<file path="config.mk">
export PLATFORM = sky130hd
export DESIGN_NAME = txq_stat_irq
export DESIGN_NICKNAME = d
export VERILOG_FILES = /design/src/rtl/txq_stat_pkg.sv /design/src/rtl/txq_occ_track.sv /design/src/rtl/txq_irq_cause.sv /design/src/rtl/txq_stat_irq.sv
export SDC_FILE = /design/constraint.sdc
export NUM_CORES = 1
export LEC_CHECK = 0
export BUFFER_PORTS_ARGS = -buffer_cell sky130_fd_sc_hd__buf_2
export CAP_MARGIN = 10
export CORE_AREA = 2 2 39 41
export DETAILED_ROUTE_END_ITERATION = 6
export DIE_AREA = 0 0 41 43
export GPL_ROUTABILITY_DRIVEN = 0
export PLACE_DENSITY = 0.69
export SYNTH_ARGS = -nofsm -noshare
export SYNTH_HDL_FRONTEND = slang
export SYNTH_SLANG_ARGS = --single-unit
</file>
<file path="constraint.sdc">
create_clock -name clk -period 3.74 [get_ports clk]
set_clock_uncertainty 0.1 [all_clocks]
set_input_delay 1.122 -clock clk [delete_from_list [all_inputs] [get_ports clk]]
set_output_delay 1.122 -clock clk [all_outputs]
set_load 0.02 [all_outputs]
</file>
<file path="src/rtl/txq_stat_pkg.sv">
package txq_stat_pkg;
    typedef struct packed {
        logic pend;
        logic occ;
        logic bad;
    } irq_state_t;

    localparam int CLR_PEND = 0;
    localparam int CLR_OCC  = 1;
    localparam int CLR_BAD  = 2;
endpackage

</file>
<file path="src/rtl/txq_occ_track.sv">
module txq_occ_track #(
    parameter int DEPTH = 16,
    localparam int CW = $clog2(DEPTH + 1)
) (
    input  logic          clk,
    input  logic          rst_n,
    input  logic          push,
    input  logic          drain,
    output logic [CW-1:0] count,
    output logic          half,
    output logic          full
);
    localparam logic [CW-1:0] TOP  = CW'(DEPTH);
    localparam logic [CW-1:0] MID  = CW'(DEPTH / 2);

    logic [CW-1:0] count_d, count_q;
    logic          drain_eff;

    always_comb begin
        drain_eff = drain && (count_q != '0);
        count_d   = count_q;
        if (push && !drain_eff)
            count_d = count_q + 1'b1;
        else if (drain_eff && !push)
            count_d = count_q - 1'b1;
    end

    always_ff @(posedge clk) begin
        if (!rst_n) count_q <= '0;
        else        count_q <= count_d;
    end

    assign count = count_q;
    assign half  = count_q > MID;
    assign full  = count_q == TOP;

    a_r2_bounded: assert property (@(posedge clk) disable iff (!rst_n)
        count_q <= TOP);
    a_r2_inc: assert property (@(posedge clk) disable iff (!rst_n)
        (push && !drain) |=> count_q == $past(count_q) + 1'b1);
    a_r2_empty_drain: assert property (@(posedge clk) disable iff (!rst_n)
        (count_q == '0 && drain && !push) |=> count_q == '0);
endmodule

</file>
<file path="src/rtl/txq_irq_cause.sv">
module txq_irq_cause
    import txq_stat_pkg::*;
(
    input  logic       clk,
    input  logic       rst_n,
    input  logic       fire_occ,
    input  logic       fire_bad,
    input  logic [2:0] clr,
    output irq_state_t st
);
    irq_state_t st_d, st_q;

    always_comb begin
        st_d      = st_q;
        st_d.pend = (fire_occ || fire_bad) || (st_q.pend && !clr[CLR_PEND]);
        st_d.occ  = fire_occ || (st_q.occ && !clr[CLR_OCC]);
        st_d.bad  = fire_bad || (st_q.bad && !clr[CLR_BAD]);
    end

    always_ff @(posedge clk) begin
        if (!rst_n) st_q <= '0;
        else        st_q <= st_d;
    end

    assign st = st_q;

    a_r6_bad_sets: assert property (@(posedge clk) disable iff (!rst_n)
        fire_bad |=> (st_q.pend && st_q.bad));
    a_r9_pend_clears: assert property (@(posedge clk) disable iff (!rst_n)
        (clr[CLR_PEND] && !fire_occ && !fire_bad) |=> !st_q.pend);
    a_r5_cause_implies_pend: assert property (@(posedge clk) disable iff (!rst_n)
        $rose(st_q.occ) |-> st_q.pend);
endmodule

</file>
<file path="src/rtl/txq_stat_irq.sv">
module txq_stat_irq
    import txq_stat_pkg::*;
#(
    parameter int DEPTH = 16,
    localparam int CW = $clog2(DEPTH + 1)
) (
    input  logic          clk,
    input  logic          rst_n,
    input  logic          host_wr,
    input  logic          link_drain,
    input  logic          xfer_bad,
    input  logic          irq_enable,
    input  logic          bad_mask,
    input  logic [2:0]    clr_w1c,
    output logic          host_ack,
    output logic          host_berr,
    output logic          q_store,
    output logic [CW-1:0] occupancy,
    output logic          half_flag,
    output logic          full_flag,
    output logic          irq_pend,
    output logic          cause_occ,
    output logic          cause_bad,
    output logic          irq
);
    logic       fire_occ, fire_bad;
    irq_state_t st;

    assign host_berr = host_wr && full_flag;
    assign host_ack  = host_wr && !full_flag;
    assign q_store   = host_ack;
    assign fire_occ  = irq_enable && host_wr && half_flag;
    assign fire_bad  = irq_enable && xfer_bad && !bad_mask;

    txq_occ_track #(.DEPTH(DEPTH)) u_occ (
        .clk   (clk),
        .rst_n (rst_n),
        .push  (q_store),
        .drain (link_drain),
        .count (occupancy),
        .half  (half_flag),
        .full  (full_flag)
    );

    txq_irq_cause u_cause (
        .clk      (clk),
        .rst_n    (rst_n),
        .fire_occ (fire_occ),
        .fire_bad (fire_bad),
        .clr      (clr_w1c),
        .st       (st)
    );

    assign irq_pend  = st.pend;
    assign cause_occ = st.occ;
    assign cause_bad = st.bad;
    assign irq       = st.pend;

    a_r4_exclusive: assert property (@(posedge clk) disable iff (!rst_n)
        !(host_ack && host_berr));
    a_r4_full_no_store: assert property (@(posedge clk) disable iff (!rst_n)
        (host_wr && full_flag) |=> occupancy == $past(occupancy) - CW'($past(link_drain)));
    a_r8_disabled_quiet: assert property (@(posedge clk) disable iff (!rst_n)
        (!irq_enable && !irq_pend && clr_w1c[0]) |=> !irq_pend);
    a_r3_full_is_half: assert property (@(posedge clk) disable iff (!rst_n)
        full_flag |-> half_flag);
endmodule

</file>
==> results.yml <==
cells_and_area:
  finalNetCount: 101
  area_growth_syn_to_layout_pct: 25.78
  mostFrequentLayoutCells: "buf_2 (23), dfxtp_1 (8), nand2_1 (5), ha_1 (5)"
  final_core_util_pct: 47.65
  diodes: 0
  drive_gt1_share_pct: 32.53
  layout_commonest_cell: "buf_2"
floorplan:
  io_pins: 24
  initial_core_util_pct: 37.88
  die_area_um2: 1763
  die_h_um: 43
  coreArea_um2: 1384
  die_w_um: 41
  rows: 14
clocking:
  htree_num_levels: 1
  worstSkewPairLatency_ns: 0.25
  cts_max_path_buffers: 2
  cts_resized: 0
  root_buffer: "clkbuf_4"
  clock_sinks: 8
  cts-hold-fix-buffers: 0
  post-cts-setup-buffers: 0
  cts_tree: "built"
  cts_buffers: 3
  cts.clk_slew.worst_paths_ns: 0.05
sta:
  min_period_ns: 2.863
  max_freq_mhz: 349.3
  slew_viol_final: 0
  hold-worst-slack_ns: 0.4339
  rsz0062_at_grt: "no"
  finalSetupTns_ns: 0
  final-hold-violation-count: 0
  setup_ws_ns: 0.8771
  setup_viol: 0
  post-route-period-util_pct: 76.55
  maxSlewHeadroom_pct: 81.68
  tightest_slew_ns: 0.2748
yosys:
  ys_ff_latch: 8
  yosysWarnings: 0
  syn_avg_cell_area_um2: 8.594
  synth_area_leaders: "dfxtp_1 (31%), ha_1 (12%), and2_1 (4.8%), nor2b_1 (4.8%), fa_1 (3.8%)"
  ys.flop_type: "dfxtp_1"
  synth_cells: 61
  yosysUniqueCellTypes: 26
  synth_nets: 77
  synthesis.area_um2: 524.3
  yosys.area.top_type: "dfxtp_1"
  synthArstFlopShare_pct: 0
  synth-seq-area-share_pct: 30.55
  yosysTopAreaCellShare_pct: 30.55
  synth-edff-count: 0
pwr:
  p_seq_share_pct: 26.0
  peakVddDrop_uv: 326.9
  switching_power_w: 0.0002410
  powerDensity_nw_per_um2: 809.1
  intPower_w: 0.0002925
  leakagePower_nw: 0.3417
  p_comb_share_pct: 61.6
  p_clk_share_pct: 12.3
  swShare_pct: 45.18
route:
  wl_met1_um: 451
  wl_mm: 1.045
  drc: 0
  wire_per_inst_um: 10.56
  wl_met2_um: 532
  wl_met3_um: 44
  antenna_left: 0
  drt_iter0_markers: 8
  first_pass_iters: 3
  vias: 484
  vias_per_cell: 4.889
  top_layer_used: "met4"
worst_setup_path:
  endpoint_kind: "primary output"
  rrSetupSlack_ns: 1.16
  worst-setup-path-type: "in2out"
  critPathArrivalTime_ns: 1.64
  required_ns: 2.52
  cp-start-kind: "input pin"
  cp_max_fo: 3
outcome:
  status: "complete, no violations"
global_route:
  antenna_found_initial: 0
  grt.total_usage_pct: 14.21
  grt_max_degree: 11
  grt-ovfl-total: 0
  grt_pass1_vias: 437
  grt_pass1_wl_mm: 1.669
flow_run:
  maxCapViolCount: 0
placed_design:
  hpwl_um: 820.1
  portBuffers: 23
  dp_slack_ns: 0.7278
worst_hold_path:
  hp-class: "reg2reg"
==> layer usage <==
| metal | track usage (%) | vias to the layer above |
|---|---|---|
| li1 | - | 251 |
| met1 | 15.31 | 219 |
| met2 | 22.81 | 12 |
| met3 | 3.141 | 2 |
| met4 | 10.00 | 0 |
| met5 | 0 | - |
==> registers in the layout (all words and copies together) (netlist names) <==
signal,count
u_cause.st,3
u_occ.count,5
==> path summary, 6_finish.rpt <==
kind	endpoint	from	depth (start not counted)
worst max-delay path	host_ack	host_wr	3
worst min-delay path	u_occ.count[4]	u_occ.count[4]	2
worst max register to register	u_occ.count[4]	u_occ.count[1]	11
worst min register to register	u_occ.count[4]	u_occ.count[4]	2
==> layout make-up <==
class / instances / area [um2]
timing repair buffer: 23 / 115.1
clock buffer: 3 / 22.52
fill: 150 / 724.4
tap: 16 / 20.02
sequential: 8 / 160.2
inverter: 3 / 11.26
multi-input combinational: 46 / 330.3
==> logic make-up (layout without fill, tap and decap cells) <==
group	count (synthesis)	after routing	synth area share, %
compound gates	12	12	14.80
simple gates	24	24	25.54
xor+xnor	3	3	5.013
flops	8	8	30.55
mux	1	1	1.909
fa+ha+maj	6	6	15.75
buf+inv	7	29	6.443
==> cell usage after synthesis (2+ instances only) <==
library cell,number
a21oi_1,2
and2_1,4
and3_1,2
buf_4,2
clkbuf_1,2
dfxtp_1,8
ha_1,5
inv_1,3
nand2_1,5
nand2b_1,2
nand3_1,2
nor2_1,3
nor2b_1,4
o21a_1,2
o21ai_1,3
xnor2_1,2
==> power by group through the flow <==
stage / sequential (W) / clock [W] / combinational (W)
after floorplan: 0.000164 / 0 / 0.000230
after global placement: 0.000139 / 0 / 0.000323
after detailed placement: 0.000140 / 0 / 0.000331
after CTS: 0.000138 / 0.0000687 / 0.000334
after global routing: 0.000144 / 0.0000721 / 0.000374
final: 0.000139 / 0.0000658 / 0.000329
==> stage by stage <==
stage	instance area (um2)	instances	power, W
floorplan	524.3	61	0.0003933
global placement	636.9	96	0.0004627
detailed placement	636.9	96	0.0004709
CTS	659.4	99	0.0005410
global route	659.4	99	0.0005900
finish	659.4	99	0.0005335
==> worst max-delay path: stages <==
cell     delay, ns
buf_2         0.09
nor2b_1       0.22
buf_2         0.21
No activity file was read; power rests on OpenSTA's default activity.
